**src/rtl/edge_irq_pkg.sv**
```systemverilog
// Package: shared register indices and layout constants for the edge
// interrupt controller. Assumes a word-addressed register bus.
package edge_irq_pkg;
    localparam int A_RISE_EN   = 0;
    localparam int A_FALL_EN   = 1;
    localparam int A_IRQ_MASK  = 2;
    localparam int A_EVT_MASK  = 3;
    localparam int A_SW_TRIG   = 4;
    localparam int A_RISE_PEND = 5;
    localparam int A_FALL_PEND = 6;
    localparam int A_PRIV      = 7;
    localparam int A_SEC       = 8;
    localparam int A_LOCK      = 9;
    localparam int A_SEL_BASE  = 10;

    // Selector packing: four lines per register, one byte lane per line.
    localparam int LINES_PER_SEL = 4;
    localparam int FIELD_W       = 8;
endpackage

```
**src/rtl/edge_irq_line.sv**
```systemverilog
// Module: one line of the controller. Synchronises the selected pin,
// detects qualified transitions, holds the rising and falling pending
// flags and forms the one-cycle event pulse.
// Assumes clr_* and sw_set are single-cycle strobes from the register block.
module edge_irq_line #(
    parameter int SYNC_STAGES = 2
) (
    input  logic clk,
    input  logic rst_n,
    input  logic pin_raw,
    input  logic rise_en,
    input  logic fall_en,
    input  logic evt_en,
    input  logic sw_set,
    input  logic clr_rise,
    input  logic clr_fall,
    output logic rise_pend,
    output logic fall_pend,
    output logic evt_pulse
);
    logic [SYNC_STAGES-1:0] sync_q;
    logic                   prev_q;
    logic                   level;
    logic                   rise_hit;
    logic                   fall_hit;

    assign level    = sync_q[SYNC_STAGES-1];
    assign rise_hit = rise_en &  level & ~prev_q;
    assign fall_hit = fall_en & ~level &  prev_q;

    // Synchroniser chain plus previous-level register for edge finding.
    always_ff @(posedge clk) begin
        if (!rst_n) begin
            sync_q <= '0;
            prev_q <= 1'b0;
        end else begin
            sync_q <= {sync_q[SYNC_STAGES-2:0], pin_raw};
            prev_q <= level;
        end
    end

    // Pending flags: a new set wins over a clear in the same cycle.
    always_ff @(posedge clk) begin
        if (!rst_n) begin
            rise_pend <= 1'b0;
            fall_pend <= 1'b0;
        end else begin
            rise_pend <= (rise_pend & ~clr_rise) | rise_hit | sw_set;
            fall_pend <= (fall_pend & ~clr_fall) | fall_hit;
        end
    end

    // Event pulse: one cycle per accepted transition when enabled.
    always_ff @(posedge clk) begin
        if (!rst_n) begin
            evt_pulse <= 1'b0;
        end else begin
            evt_pulse <= evt_en & (rise_hit | fall_hit | sw_set);
        end
    end
endmodule

```
**src/rtl/edge_irq_regs.sv**
```systemverilog
// Module: register file and bus decode. Holds enables, masks, port
// selectors and lockable attributes, applies per-line privilege filtering
// to writes and reads, and produces trigger and clear strobes.
// Assumes DATA_W >= NUM_LINES and LINES_PER_SEL*FIELD_W <= DATA_W.
module edge_irq_regs
    import edge_irq_pkg::*;
#(
    parameter int NUM_LINES = 16,
    parameter int ADDR_W    = 4,
    parameter int DATA_W    = 32,
    parameter int SEL_W     = 2
) (
    input  logic                       clk,
    input  logic                       rst_n,
    input  logic                       req_valid,
    input  logic                       req_write,
    input  logic [ADDR_W-1:0]          req_addr,
    input  logic [DATA_W-1:0]          req_wdata,
    input  logic                       req_priv,
    input  logic                       req_secure,
    output logic [DATA_W-1:0]          rd_data,
    input  logic [NUM_LINES-1:0]       rise_pend,
    input  logic [NUM_LINES-1:0]       fall_pend,
    output logic [NUM_LINES-1:0]       rise_en,
    output logic [NUM_LINES-1:0]       fall_en,
    output logic [NUM_LINES-1:0]       irq_mask,
    output logic [NUM_LINES-1:0]       evt_mask,
    output logic [NUM_LINES-1:0]       sw_set,
    output logic [NUM_LINES-1:0]       clr_rise,
    output logic [NUM_LINES-1:0]       clr_fall,
    output logic [NUM_LINES-1:0]       priv_attr,
    output logic [NUM_LINES-1:0]       sec_attr,
    output logic                       lock,
    output logic [NUM_LINES*SEL_W-1:0] sel_flat
);
    localparam int SEL_REGS = (NUM_LINES + LINES_PER_SEL - 1) / LINES_PER_SEL;

    logic                           wr_en;
    logic                           rd_en;
    logic [NUM_LINES-1:0]           access_ok;
    logic [NUM_LINES-1:0]           wr_lines;
    logic [DATA_W-1:0]              rd_next;
    logic [SEL_REGS-1:0][DATA_W-1:0] sel_words;
    logic                           unused_wdata;

    assign wr_en        = req_valid &  req_write;
    assign rd_en        = req_valid & ~req_write;
    assign access_ok    = req_priv ? '1 : ~priv_attr;
    assign wr_lines     = req_wdata[NUM_LINES-1:0] & access_ok;
    assign unused_wdata = ^req_wdata;

    // Strobes for software trigger and write-one-to-clear of pending flags.
    assign sw_set   = (wr_en && req_addr == ADDR_W'(A_SW_TRIG))   ? wr_lines : '0;
    assign clr_rise = (wr_en && req_addr == ADDR_W'(A_RISE_PEND)) ? wr_lines : '0;
    assign clr_fall = (wr_en && req_addr == ADDR_W'(A_FALL_PEND)) ? wr_lines : '0;

    // Per-line configuration registers with privileged bits protected.
    always_ff @(posedge clk) begin
        if (!rst_n) begin
            rise_en  <= '0;
            fall_en  <= '0;
            irq_mask <= '0;
            evt_mask <= '0;
        end else if (wr_en) begin
            if (req_addr == ADDR_W'(A_RISE_EN))  rise_en  <= (rise_en  & ~access_ok) | wr_lines;
            if (req_addr == ADDR_W'(A_FALL_EN))  fall_en  <= (fall_en  & ~access_ok) | wr_lines;
            if (req_addr == ADDR_W'(A_IRQ_MASK)) irq_mask <= (irq_mask & ~access_ok) | wr_lines;
            if (req_addr == ADDR_W'(A_EVT_MASK)) evt_mask <= (evt_mask & ~access_ok) | wr_lines;
        end
    end

    // Attribute registers and the sticky lock that freezes them.
    always_ff @(posedge clk) begin
        if (!rst_n) begin
            priv_attr <= '0;
            sec_attr  <= '0;
            lock      <= 1'b0;
        end else if (wr_en && !lock) begin
            if (req_addr == ADDR_W'(A_PRIV) && req_priv)
                priv_attr <= req_wdata[NUM_LINES-1:0];
            if (req_addr == ADDR_W'(A_SEC) && req_secure)
                sec_attr <= req_wdata[NUM_LINES-1:0];
            if (req_addr == ADDR_W'(A_LOCK) && req_priv && req_wdata[0])
                lock <= 1'b1;
        end
    end

    // One selector register per line, packed four to a bus word.
    for (genvar l = 0; l < NUM_LINES; l++) begin : g_sel
        localparam int REG_IDX = A_SEL_BASE + l / LINES_PER_SEL;
        localparam int LSB     = (l % LINES_PER_SEL) * FIELD_W;
        logic [SEL_W-1:0] sel_r;

        // Selector update, gated by this line's privilege.
        always_ff @(posedge clk) begin
            if (!rst_n) begin
                sel_r <= '0;
            end else if (wr_en && req_addr == ADDR_W'(REG_IDX) && access_ok[l]) begin
                sel_r <= req_wdata[LSB +: SEL_W];
            end
        end
        assign sel_flat[l*SEL_W +: SEL_W] = sel_r;
    end

    // Read mux with per-line visibility filtering.
    always_comb begin
        sel_words = '0;
        for (int l = 0; l < NUM_LINES; l++) begin
            if (access_ok[l])
                sel_words[l / LINES_PER_SEL][(l % LINES_PER_SEL) * FIELD_W +: SEL_W] =
                    sel_flat[l*SEL_W +: SEL_W];
        end
        rd_next = '0;
        case (int'(req_addr))
            A_RISE_EN:   rd_next[NUM_LINES-1:0] = rise_en   & access_ok;
            A_FALL_EN:   rd_next[NUM_LINES-1:0] = fall_en   & access_ok;
            A_IRQ_MASK:  rd_next[NUM_LINES-1:0] = irq_mask  & access_ok;
            A_EVT_MASK:  rd_next[NUM_LINES-1:0] = evt_mask  & access_ok;
            A_RISE_PEND: rd_next[NUM_LINES-1:0] = rise_pend & access_ok;
            A_FALL_PEND: rd_next[NUM_LINES-1:0] = fall_pend & access_ok;
            A_PRIV:      rd_next[NUM_LINES-1:0] = priv_attr;
            A_SEC:       rd_next[NUM_LINES-1:0] = sec_attr;
            A_LOCK:      rd_next[0]             = lock;
            default: begin
                for (int r = 0; r < SEL_REGS; r++) begin
                    if (int'(req_addr) == A_SEL_BASE + r) rd_next = sel_words[r];
                end
            end
        endcase
    end

    // Registered read data, zero when no read is in progress.
    always_ff @(posedge clk) begin
        if (!rst_n) begin
            rd_data <= '0;
        end else begin
            rd_data <= rd_en ? rd_next : '0;
        end
    end
endmodule

```
**src/rtl/edge_irq_ctrl.sv**
```systemverilog
// Module: top of the external interrupt edge controller. Picks each line's
// source port, instantiates one detection slice per line and combines the
// pending flags with the interrupt mask.
// Assumes pin_in is asynchronous; port p pin n sits at bit p*NUM_LINES+n.
module edge_irq_ctrl
    import edge_irq_pkg::*;
#(
    parameter int NUM_LINES   = 16,
    parameter int NUM_PORTS   = 4,
    parameter int ADDR_W      = 4,
    parameter int DATA_W      = 32,
    parameter int SYNC_STAGES = 2
) (
    input  logic                           clk,
    input  logic                           rst_n,
    input  logic [NUM_PORTS*NUM_LINES-1:0] pin_in,
    input  logic                           req_valid,
    input  logic                           req_write,
    input  logic [ADDR_W-1:0]              req_addr,
    input  logic [DATA_W-1:0]              req_wdata,
    input  logic                           req_priv,
    input  logic                           req_secure,
    output logic [DATA_W-1:0]              rd_data,
    output logic [NUM_LINES-1:0]           irq,
    output logic [NUM_LINES-1:0]           evt
);
    localparam int SEL_W = (NUM_PORTS > 1) ? $clog2(NUM_PORTS) : 1;

    logic [NUM_LINES-1:0]       rise_en_w, fall_en_w, irq_mask_w, evt_mask_w;
    logic [NUM_LINES-1:0]       sw_set_w, clr_rise_w, clr_fall_w;
    logic [NUM_LINES-1:0]       priv_attr_w, sec_attr_w;
    logic                       lock_w;
    logic [NUM_LINES*SEL_W-1:0] sel_flat_w;
    logic [NUM_LINES-1:0]       sel_pin;
    logic [NUM_LINES-1:0]       rise_pend, fall_pend;
    logic                       unused_attr;

    assign unused_attr = ^{priv_attr_w, sec_attr_w, lock_w};

    edge_irq_regs #(
        .NUM_LINES (NUM_LINES),
        .ADDR_W    (ADDR_W),
        .DATA_W    (DATA_W),
        .SEL_W     (SEL_W)
    ) i_regs (
        .clk        (clk),
        .rst_n      (rst_n),
        .req_valid  (req_valid),
        .req_write  (req_write),
        .req_addr   (req_addr),
        .req_wdata  (req_wdata),
        .req_priv   (req_priv),
        .req_secure (req_secure),
        .rd_data    (rd_data),
        .rise_pend  (rise_pend),
        .fall_pend  (fall_pend),
        .rise_en    (rise_en_w),
        .fall_en    (fall_en_w),
        .irq_mask   (irq_mask_w),
        .evt_mask   (evt_mask_w),
        .sw_set     (sw_set_w),
        .clr_rise   (clr_rise_w),
        .clr_fall   (clr_fall_w),
        .priv_attr  (priv_attr_w),
        .sec_attr   (sec_attr_w),
        .lock       (lock_w),
        .sel_flat   (sel_flat_w)
    );

    for (genvar l = 0; l < NUM_LINES; l++) begin : g_line
        // Source port multiplexer for this line number.
        always_comb begin
            sel_pin[l] = 1'b0;
            for (int p = 0; p < NUM_PORTS; p++) begin
                if (sel_flat_w[l*SEL_W +: SEL_W] == SEL_W'(p))
                    sel_pin[l] = pin_in[p*NUM_LINES + l];
            end
        end

        edge_irq_line #(
            .SYNC_STAGES (SYNC_STAGES)
        ) i_line (
            .clk       (clk),
            .rst_n     (rst_n),
            .pin_raw   (sel_pin[l]),
            .rise_en   (rise_en_w[l]),
            .fall_en   (fall_en_w[l]),
            .evt_en    (evt_mask_w[l]),
            .sw_set    (sw_set_w[l]),
            .clr_rise  (clr_rise_w[l]),
            .clr_fall  (clr_fall_w[l]),
            .rise_pend (rise_pend[l]),
            .fall_pend (fall_pend[l]),
            .evt_pulse (evt[l])
        );
    end

    assign irq = (rise_pend | fall_pend) & irq_mask_w;
endmodule

```
**config.mk**
```make
export PLATFORM = sky130hd
export DESIGN_NAME = edge_irq_ctrl
export DESIGN_NICKNAME = d
export VERILOG_FILES = /design/src/rtl/edge_irq_pkg.sv /design/src/rtl/edge_irq_line.sv /design/src/rtl/edge_irq_regs.sv /design/src/rtl/edge_irq_ctrl.sv
export SDC_FILE = /design/constraint.sdc
export NUM_CORES = 1
export LEC_CHECK = 0
export ABC_AREA = 1
export CAP_MARGIN = 25
export CORE_UTILIZATION = 30
export CTS_BUF_LIST = sky130_fd_sc_hd__clkbuf_2
export DETAILED_ROUTE_END_ITERATION = 12
export PLACE_DENSITY_LB_ADDON = 0.2
export SYNTH_ARGS = -nofsm -noshare
export SYNTH_HDL_FRONTEND = slang
export SYNTH_SLANG_ARGS = --single-unit
```
**constraint.sdc**
```tcl
create_clock -name clk -period 1.59 [get_ports clk]
set_input_delay 0.318 -clock clk [delete_from_list [all_inputs] [get_ports clk]]
set_output_delay 0.318 -clock clk [all_outputs]
set_load 0.01 [all_outputs]
```
==> run metrics, run 1 <==
Slew Limit Fails=0; num ports=170; Root Buffer=clkbuf_2; Clock Path Buffers=3; critical path's top delay family=flip-flops; Total Nets Final=2044; clock latency on the worst-skew pair=0.87 ns; final period utilization=1.21; number of global-route vias before repair=11800; DRC viols=0; Syn Inst Count=1600; CTS sink cnt=245; async set-or-reset flop fraction in the synthesized netlist=0; slew of the pin with the lowest slew margin=0.636 ns; met3 WL=3020 µm; R2R Setup Slk=0.11 ns; routed vias=12000; Reg area=5000 µm²; initial antenna violation count=1; top sig layer=met4; Die W=194 µm; HPWL Detailed=30500 µm; WHS Path Cells=3; DIE AREA=37800 µm²; Rows=70; reg2reg end=i_regs.rd_data[9]$_SDFF_PP0_; LEAKAGE=6.46 nW; hold path start=pin_in[27]; worst vdd ir=0.405 mV; Area growth syn-to-layout=36.5%; largest net degree at the start of global routing=109; Port-buffer cells=145; Multi-input gate area=5100 µm²; metal2 WL=19300 µm; Yosys top cell by area=dfxtp_1; Endpoint, Worst Hold=g_line[11].i_line.sync_q[0]$_SDFF_PN0_; CP max-delay cell=dfxtp_2; most used flip-flop cell after synthesis=dfxtp_1; TritonRoute pass-1 iters=6; DRT iter0 DRCs=860; Reg2Reg Depth=7; PwrDens=793 nW/µm²; critical path data required time=1.27 ns; Maximum Capacitance Violations=0; worst path cell trace=inv_2 > a21oi_2 > buf_4 > buf_6; placed cell areas=14200 µm²; Fill cells=3820; Total Power=0.0120 W; top cells by area, synth=dfxtp_1, nand2_1, a21oi_1, o21ai_0, inv_1; final wirelength=42900 µm; Worst setup SP type=flip-flop; Post-synth EDFFs=0; worst hold-check path type=in2reg; reg2reg start=i_regs.priv_attr[9]$_SDFFE_PN0P_; Clock Skews=0.0634 ns; Achievable Freq=0.519 GHz; Post-Syn Area per Cell=6.94 µm²; yosys warns=0; Distinct cells, synth=31; crit path DAT=1.61 ns; final worst setup slack=-0.335 ns; CTS H-tree depth=3; failing checks=setup timing; Synth top area share=0.441; Inserted Clock Buffers=68; Post-Syn Area=11100 µm²; Die Height=194 µm; final hold violation count=0; RSZ-0062 raised after global routing=true; Final Non-Filler Cells=2445; total grt overflow=0; status=finished, violations left; worst stage delay on the critical path=0.35 ns; CP Buf/Inv Count=3; Post-DRT Antenna Nets=0; global-route wire length before repair=65600 µm; Worst Setup End Kind=output port; Seq cells post-synth=245; min Tclk post-route=1.93 ns; relative slew slack=0.575; CTS tree=yes; Total Routing Usage GR=0.226; sequential share of the synthesized area=0.441; layout cell share with drive strength beyond 1=0.231; Final GP Congestion=0.930; Met1 Wirelength=19300 µm; setup TNS=-5.01 ns; Max Fanout on Critical Path=2; core area=36500 µm²; final setup vio count=45; Via density=4.90; most frequent cell after synthesis=nand2_1; cell count after placement=2299; WL per Instance=17.5 µm; clk slew on worst S/H paths=0.11 ns; final instance area=15200 µm²; WS Path Type=reg2out; Starting Density=0.304; synth cell count leaders=nand2_1, dfxtp_1, a21oi_1
-- tightest hold or removal path, delay by kind of cell --
kind / cells / cell delay [ns]
AOI/OAI and AO/OA: 1 / 0.06
and+or+nand+nor: 1 / 0.07
buffers and inverters: 1 / 0.40
-- cells by family after synthesis --
kind of cell / Yosys count / share of synthesized area
other: 1 / 0.000337
AO/OA/AOI/OAI: 414 / 0.204
buffers and inverters: 278 / 0.106
flip-flops: 245 / 0.441
AND/OR/NAND/NOR: 662 / 0.248
-- area by class of cell --
class / instances / share of cell area
sequential: 245 / 0.330
multi-input combinational: 1088 / 0.336
timing repair buffer: 346 / 0.209
tap: 468 / 0.0386
inverter: 189 / 0.0469
clock buffer: 91 / 0.0300
antenna: 1 / 0.000165
clock inverter: 17 / 0.00965
-- placed cells by master (no fill, tap or decap), types with 4 or more instances in the layout --
| cell | n |
|---|---|
| inv_1 | 174 |
| o21ai_0 | 142 |
| dfxtp_2 | 70 |
| a211oi_1 | 7 |
| a21oi_2 | 4 |
| a21boi_0 | 4 |
| clkdlybuf4s50_1 | 92 |
| conb_1 | 12 |
| nand2_2 | 5 |
| nor3_1 | 10 |
| clkbuf_2 | 91 |
| a21oi_1 | 186 |
| a22oi_1 | 28 |
| o21a_1 | 11 |
| nand3_1 | 91 |
| a31oi_1 | 14 |
| inv_2 | 17 |
| a221oi_1 | 9 |
| nand2_1 | 338 |
| nand3b_1 | 11 |
| buf_4 | 175 |
| nor2_2 | 5 |
| dfxtp_1 | 172 |
| nor2_1 | 182 |
| buf_6 | 34 |
| buf_12 | 19 |
| dlygate4sd3_1 | 7 |
| clkinv_1 | 8 |
| nand4_1 | 13 |
| clkinv_2 | 4 |
| buf_2 | 19 |
-- where the power goes --
group | total [W] | switching (W) | internal (W)
Sequential | 0.00627 | 0.0000519 | 0.00621
Combinational | 0.00107 | 0.000589 | 0.000481
Clock | 0.00469 | 0.00267 | 0.00202
Total | 0.0120 | 0.00331 | 0.00871
-- how the worst max path moves through the flow --
| stage | cells after the start | start | to | slack [ns] |
|---|---|---|---|---|
| 2_1_floorplan | 7 | req_priv | i_regs.rd_data[0]$_SDFF_PP0_ | 0.13 |
| 3_3_place_gp | 10 | req_addr[1] | i_regs.rd_data[15]$_SDFF_PP0_ | -0.68 |
| 3_5_place_dp | 10 | req_addr[1] | i_regs.rd_data[7]$_SDFF_PP0_ | -0.79 |
| 4_1_cts | 4 | g_line[9].i_line.fall_pend$_SDFF_PN0_ | irq[9] | -0.42 |
| 5_1_grt | 4 | g_line[9].i_line.rise_pend$_SDFF_PN0_ | irq[9] | -0.42 |
| 6_report | 4 | g_line[9].i_line.rise_pend$_SDFF_PN0_ | irq[9] | -0.34 |
-- stage by stage --
stage	setup slack (ns)	hold WS, ns	util
after CTS	-0.419	0.00135	0.412
final	-0.335	0.0647	0.415
after global routing	-0.418	0.0535	0.415
after global placement	-0.677	0.395	0.389
after detailed placement	-0.792	0.397	0.389
after floorplan	0.133	0.390	-
-- routing by layer --
metal | up-vias | GRT usage
met5 | - | 0
met4 | 0 | 0.103
met3 | 87 | 0.0366
met2 | 473 | 0.360
met1 | 5514 | 0.301
li1 | 5917 | -
-- timing repair --
item	4_1_cts	5_1_grt
endpoints found under the hold margin	66	0
setup buffers	22	7
hold buffers	7	0
pin swaps	9	4
gates resized for setup	312	28
endpoints found under the setup margin	54	54
Power figures use the tool's default switching activity.
==> run 2, diff against run 1 <==
--- a/config.mk
+++ b/config.mk
@@ -10,6 +10,7 @@
 export CORE_UTILIZATION = 30
 export CTS_BUF_LIST = sky130_fd_sc_hd__clkbuf_2
 export DETAILED_ROUTE_END_ITERATION = 12
+export HOLD_SLACK_MARGIN = 0.05
 export PLACE_DENSITY_LB_ADDON = 0.2
 export SYNTH_ARGS = -nofsm -noshare
 export SYNTH_HDL_FRONTEND = slang
==> run 2 against run 1 <==
- the flow still finishes with violations (setup timing)
- clock skew down 0.0026 ns
- count of clock-buffer cells in the layout unchanged
- maximum frequency fell by 0.31%
- combinational power barely moved
- power grew 0.25%
- non-clock buffer count grew 13
- final area up 0.94%
- core utilization grew 0.39 points
- sequential cell count did not move
- via count rose by 0.62%
- critical path type unchanged
- largest cell class unchanged
- highest routed layer unchanged
==> run metrics, run 2 (synthesis gave the netlist of run 1 again) <==
status=finished, violations left (unchanged); failing checks=setup timing (unchanged); Port-buffer cells=145 (unchanged); Total Routing Usage GR=0.227 (was 0.226); final worst setup slack=-0.341 ns (was -0.335 ns); global-route wire length before repair=65700 µm (was 65600 µm); slew of the pin with the lowest slew margin=0.613 ns (was 0.636 ns); relative slew slack=0.591 (was 0.575); Slew Limit Fails=0 (unchanged); final period utilization=1.21 (about the same); Endpoint, Worst Hold=g_line[15].i_line.sync_q[0]$_SDFF_PN0_ (was g_line[11].i_line.sync_q[0]$_SDFF_PN0_); Post-DRT Antenna Nets=0 (unchanged); RSZ-0062 raised after global routing=true (unchanged); final setup vio count=47 (was 45); initial antenna violation count=1 (unchanged); Starting Density=0.304 (unchanged); PwrDens=788 nW/µm² (was 793 nW/µm²); CTS sink cnt=245 (unchanged); Rows=70 (unchanged); HPWL Detailed=30500 µm (unchanged); Total Nets Final=2057 (was 2044); WS Path Type=reg2out (unchanged); num ports=170 (unchanged); Fill cells=3815 (was 3820); commonest non-fill, non-tap cell in the layout=nand2_1 (unchanged); TritonRoute pass-1 iters=5 (was 6); DRC viols=0 (unchanged); Root Buffer=clkbuf_2 (unchanged); clk slew on worst S/H paths=0.11 ns (about the same); final hold violation count=0 (unchanged); Worst Setup End Kind=output port (unchanged); Multi-input gate area=5110 µm² (was 5100 µm²); final wirelength=43000 µm (was 42900 µm); Reg area=5000 µm² (unchanged); DRT iter0 DRCs=975 (was 860); clock latency on the worst-skew pair=0.89 ns (was 0.87 ns); Inserted Clock Buffers=68 (unchanged); Clock Path Buffers=3 (unchanged); worst vdd ir=0.404 mV (was 0.405 mV); Clock Skews=0.0608 ns (was 0.0634 ns); R2R Setup Slk=0.14 ns (was 0.11 ns); CTS H-tree depth=3 (unchanged); WHS Path Cells=3 (unchanged); Maximum Capacitance Violations=0 (unchanged); Area growth syn-to-layout=37.8% (was 36.5%); critical path data required time=1.27 ns (about the same); LEAKAGE=6.53 nW (was 6.46 nW); WL per Instance=17.5 µm (about the same); core area=36500 µm² (unchanged); Die W=194 µm (unchanged); Final GP Congestion=0.930 (unchanged); total grt overflow=0 (unchanged); worst hold-check path type=in2reg (unchanged); DIE AREA=37800 µm² (unchanged); Worst setup SP type=flip-flop (unchanged); Max Fanout on Critical Path=2 (unchanged); min Tclk post-route=1.93 ns (about the same); Reg2Reg Depth=4 (was 7); Achievable Freq=0.518 GHz (was 0.519 GHz); highest-count cells in the layout ignoring fill and taps=nand2_1, a21oi_1, nor2_1 (unchanged); largest net degree at the start of global routing=109 (unchanged); setup TNS=-5.30 ns (was -5.01 ns); layout cell share with drive strength beyond 1=0.231 (about the same); hold path start=pin_in[47] (was pin_in[27]); reg2reg start=i_regs.g_sel[14].sel_r[0]$_SDFFE_PN0P_ (was i_regs.priv_attr[9]$_SDFFE_PN0P_); routed vias=12100 (was 12000); CTS tree=yes (unchanged); Via density=4.91 (was 4.90); worst slack, placed=-0.792 ns (unchanged); Die Height=194 µm (unchanged); crit path DAT=1.61 ns (about the same); reg2reg end=g_line[14].i_line.sync_q[0]$_SDFF_PN0_ (was i_regs.rd_data[9]$_SDFF_PP0_); number of global-route vias before repair=11900 (was 11800)
-- run 2: where the power goes --
| group | switching (W) | leakage, nW | internal (W) |
|---|---|---|---|
| combinational | 0.000594 | 4.05 | 0.000503 |
| sequential | 0.0000519 | 2.02 | 0.00621 |
| clock | 0.00268 | 0.460 | 0.00202 |
-- run 2: stage by stage --
stage               hold WS, ns  utilization  instance area [µm²]  instances  total power, W
floorplan                 0.390            -                11200       1611         0.00681
global placement          0.395        0.389                14200       2299         0.00745
detailed placement        0.397        0.389                14200       2299         0.00745
CTS                      0.0510        0.415                15200       2449          0.0122
global route             0.0706        0.419                15300       2458          0.0126
finish                   0.0956        0.419                15300       2458          0.0121
-- run 2: worst max-delay path by stage --
stage                                          to  slack (ns)  cells after the start                             startpoint
floorplan            i_regs.rd_data[0]$_SDFF_PP0_        0.13                      7                               req_priv
global placement    i_regs.rd_data[15]$_SDFF_PP0_       -0.68                     10                            req_addr[1]
detailed placement   i_regs.rd_data[7]$_SDFF_PP0_       -0.79                     10                            req_addr[1]
CTS                                        irq[9]       -0.42                      4  g_line[9].i_line.fall_pend$_SDFF_PN0_
global route                               irq[9]       -0.42                      4  g_line[9].i_line.rise_pend$_SDFF_PN0_
finish                                     irq[9]       -0.34                      4  g_line[9].i_line.rise_pend$_SDFF_PN0_
-- run 2: metal layers --
layer,part of all wire,wire [µm],global-route usage
met5,0,0,0
met4,0.033,1430,0.103
met3,0.068,2900,0.0363
met2,0.45,19200,0.361
met1,0.45,19400,0.301
-- run 2: timing repair --
item / 4_1_cts / 5_1_grt
setup buffers: 22 / 7
endpoints found under the hold margin: 167 / 0
pin swaps: 9 / 4
endpoints found under the setup margin: 54 / 56
gates resized for setup: 312 / 30
hold buffers: 20 / 0
-- run 2: critical path, stage by stage, from the launching register on --
cell	delay [ns]
dfxtp_2	0.35
inv_2	0.04
a21oi_2	0.12
buf_4	0.14
buf_6	0.10
-- run 2: layout make-up --
type                            instances  area share
Clock buffer                           91      0.0297
Inverter                              189      0.0464
Tap cell                              468      0.0382
Multi-Input combinational cell       1088       0.334
Timing Repair Buffer                  359       0.215
Antenna cell                            1    0.000163
Sequential cell                       245       0.327
Clock inverter                         17     0.00956
==> run 3, diff against run 2 <==
--- a/config.mk
+++ b/config.mk
@@ -6,7 +6,6 @@
 export NUM_CORES = 1
 export LEC_CHECK = 0
 export ABC_AREA = 1
-export CAP_MARGIN = 25
 export CORE_UTILIZATION = 30
 export CTS_BUF_LIST = sky130_fd_sc_hd__clkbuf_2
 export DETAILED_ROUTE_END_ITERATION = 12
==> run 3 against run 2 <==
- the run still ends with setup timing left
- largest power group unchanged
- power about the same
- sequential cell count unchanged
- via count decreased by 0.23%
- register-to-register slack got worse by 0.03 ns
- global-route usage unchanged
- first-iteration DRC count decreased by 5.5%
- sequential power about the same
- non-clock buffer count decreased by 1
- largest cell class unchanged
==> run metrics, run 3 (synthesis gave the netlist of run 1 again) <==
largest net degree at the start of global routing=109 (unchanged); TritonRoute pass-1 iters=5 (unchanged); WHS Path Cells=3 (unchanged); Final GP Congestion=0.930 (unchanged); CTS tree=yes (unchanged); routed vias=12000 (was 12100); Reg2Reg Depth=7 (was 4); final wirelength=42900 µm (was 43000 µm); Reg area=5000 µm² (unchanged); WL per Instance=17.5 µm (about the same); worst slack, placed=-0.792 ns (unchanged); HPWL Detailed=30500 µm (unchanged); Root Buffer=clkbuf_2 (unchanged); CTS H-tree depth=3 (unchanged); crit path DAT=1.61 ns (about the same); WS Path Type=reg2out (unchanged); highest-count cells in the layout ignoring fill and taps=nand2_1, a21oi_1, nor2_1 (unchanged); worst hold-check path type=in2reg (unchanged); RSZ-0062 raised after global routing=true (unchanged); Max Fanout on Critical Path=2 (unchanged); Clock Path Buffers=3 (unchanged); DRT iter0 DRCs=921 (was 975); Area growth syn-to-layout=37.7% (was 37.8%); DIE AREA=37800 µm² (unchanged); status=finished, violations left (unchanged); Multi-input gate area=5120 µm² (was 5110 µm²); num ports=170 (unchanged); Maximum Capacitance Violations=0 (unchanged); Total Nets Final=2056 (was 2057); Achievable Freq=0.518 GHz (about the same); number of global-route vias before repair=11900 (unchanged); Clock Skews=0.0678 ns (was 0.0608 ns); Die W=194 µm (unchanged); total grt overflow=0 (unchanged); worst vdd ir=0.404 mV (about the same); slew of the pin with the lowest slew margin=0.674 ns (was 0.613 ns); final setup vio count=45 (was 47); Fill cells=3817 (was 3815); Die Height=194 µm (unchanged); min Tclk post-route=1.93 ns (about the same); LEAKAGE=6.52 nW (was 6.53 nW); failing checks=setup timing (unchanged); Worst setup SP type=flip-flop (unchanged); critical path data required time=1.27 ns (about the same); PwrDens=788 nW/µm² (about the same); DRC viols=0 (unchanged); Total Routing Usage GR=0.227 (unchanged); final period utilization=1.21 (about the same); Total Power=0.0121 W (about the same); Slew Limit Fails=0 (unchanged); relative slew slack=0.550 (was 0.591); Worst Setup End Kind=output port (unchanged); clk slew on worst S/H paths=0.11 ns (about the same); Port-buffer cells=145 (unchanged); final hold slack=0.120 ns (was 0.0956 ns); Rows=70 (unchanged); CTS sink cnt=245 (unchanged); final instance area=15300 µm² (about the same); commonest non-fill, non-tap cell in the layout=nand2_1 (unchanged); Via density=4.90 (was 4.91); global-route wire length before repair=65700 µm (unchanged); placed cell areas=14200 µm² (unchanged); Core Util, Final=0.419 (about the same); Inserted Clock Buffers=68 (unchanged); clock latency on the worst-skew pair=0.90 ns (was 0.89 ns); final worst setup slack=-0.341 ns (about the same); final hold violation count=0 (unchanged); Starting Density=0.304 (unchanged); Post-DRT Antenna Nets=0 (unchanged); core area=36500 µm² (unchanged); layout cell share with drive strength beyond 1=0.230 (was 0.231); initial antenna violation count=1 (unchanged)
==> run 3: changes by cell type in the layout (fill, tap and decap cells not counted), sizes merged <==
cell	change
buf	-1
==> run 3: repair_timing <==
item,in CTS,in global routing
gates resized for setup,312,31
pin swaps,9,4
hold buffers,20,0
cloned,0,0
endpoints found under the setup margin,54,60
buffers inserted,22,7
endpoints found under the hold margin,167,0
==> run 3: final cells by class <==
cell class | count | area share
multi-input combinational | 1088 | 0.334
sequential | 245 | 0.327
timing repair buffer | 358 | 0.214
inverter | 189 | 0.0464
tap | 468 | 0.0383
clock buffer | 91 | 0.0298
clock inverter | 17 | 0.00957
antenna | 1 | 0.000164
==> run 3: final timing paths <==
check | startpoint | end | slack (ns)
worst max-delay path | g_line[9].i_line.rise_pend$_SDFF_PN0_ | irq[9] | -0.34
worst max register to register | i_regs.priv_attr[9]$_SDFFE_PN0P_ | i_regs.rd_data[9]$_SDFF_PP0_ | 0.11
worst min-delay path | pin_in[47] | g_line[15].i_line.sync_q[0]$_SDFF_PN0_ | 0.12
worst min register to register | g_line[12].i_line.sync_q[0]$_SDFF_PN0_ | g_line[12].i_line.sync_q[1]$_SDFF_PN0_ | 0.41
==> run 3: worst max-delay path: stages (launching register included) <==
cell,delay [ns]
dfxtp_2,0.35
inv_2,0.04
a21oi_2,0.12
buf_4,0.14
buf_6,0.10
==> run 3: layer usage <==
layer / vias to the layer above / GRT usage / share of wire
met3: 86 / 0.0363 / 0.069
met2: 468 / 0.361 / 0.45
met4: 0 / 0.103 / 0.032
li1: 5930 / - / -
met1: 5553 / 0.301 / 0.45
met5: - / 0 / 0
==> run 3: power breakdown <==
group          leakage (nW)  internal (W)  total, W  switching (W)
Sequential             2.02       0.00621   0.00626      0.0000518
Combinational          4.04      0.000503   0.00110       0.000596
Clock                 0.460       0.00202   0.00469        0.00267
Total                  6.52       0.00874    0.0121        0.00332
==> run 3: metrics by stage <==
step           cells  setup TNS (ns)
6_report        2457           -5.25
5_1_grt         2457           -7.95
2_1_floorplan   1611               0
3_5_place_dp    2299          -88.59
3_3_place_gp    2299          -83.95
4_1_cts         2449           -8.88
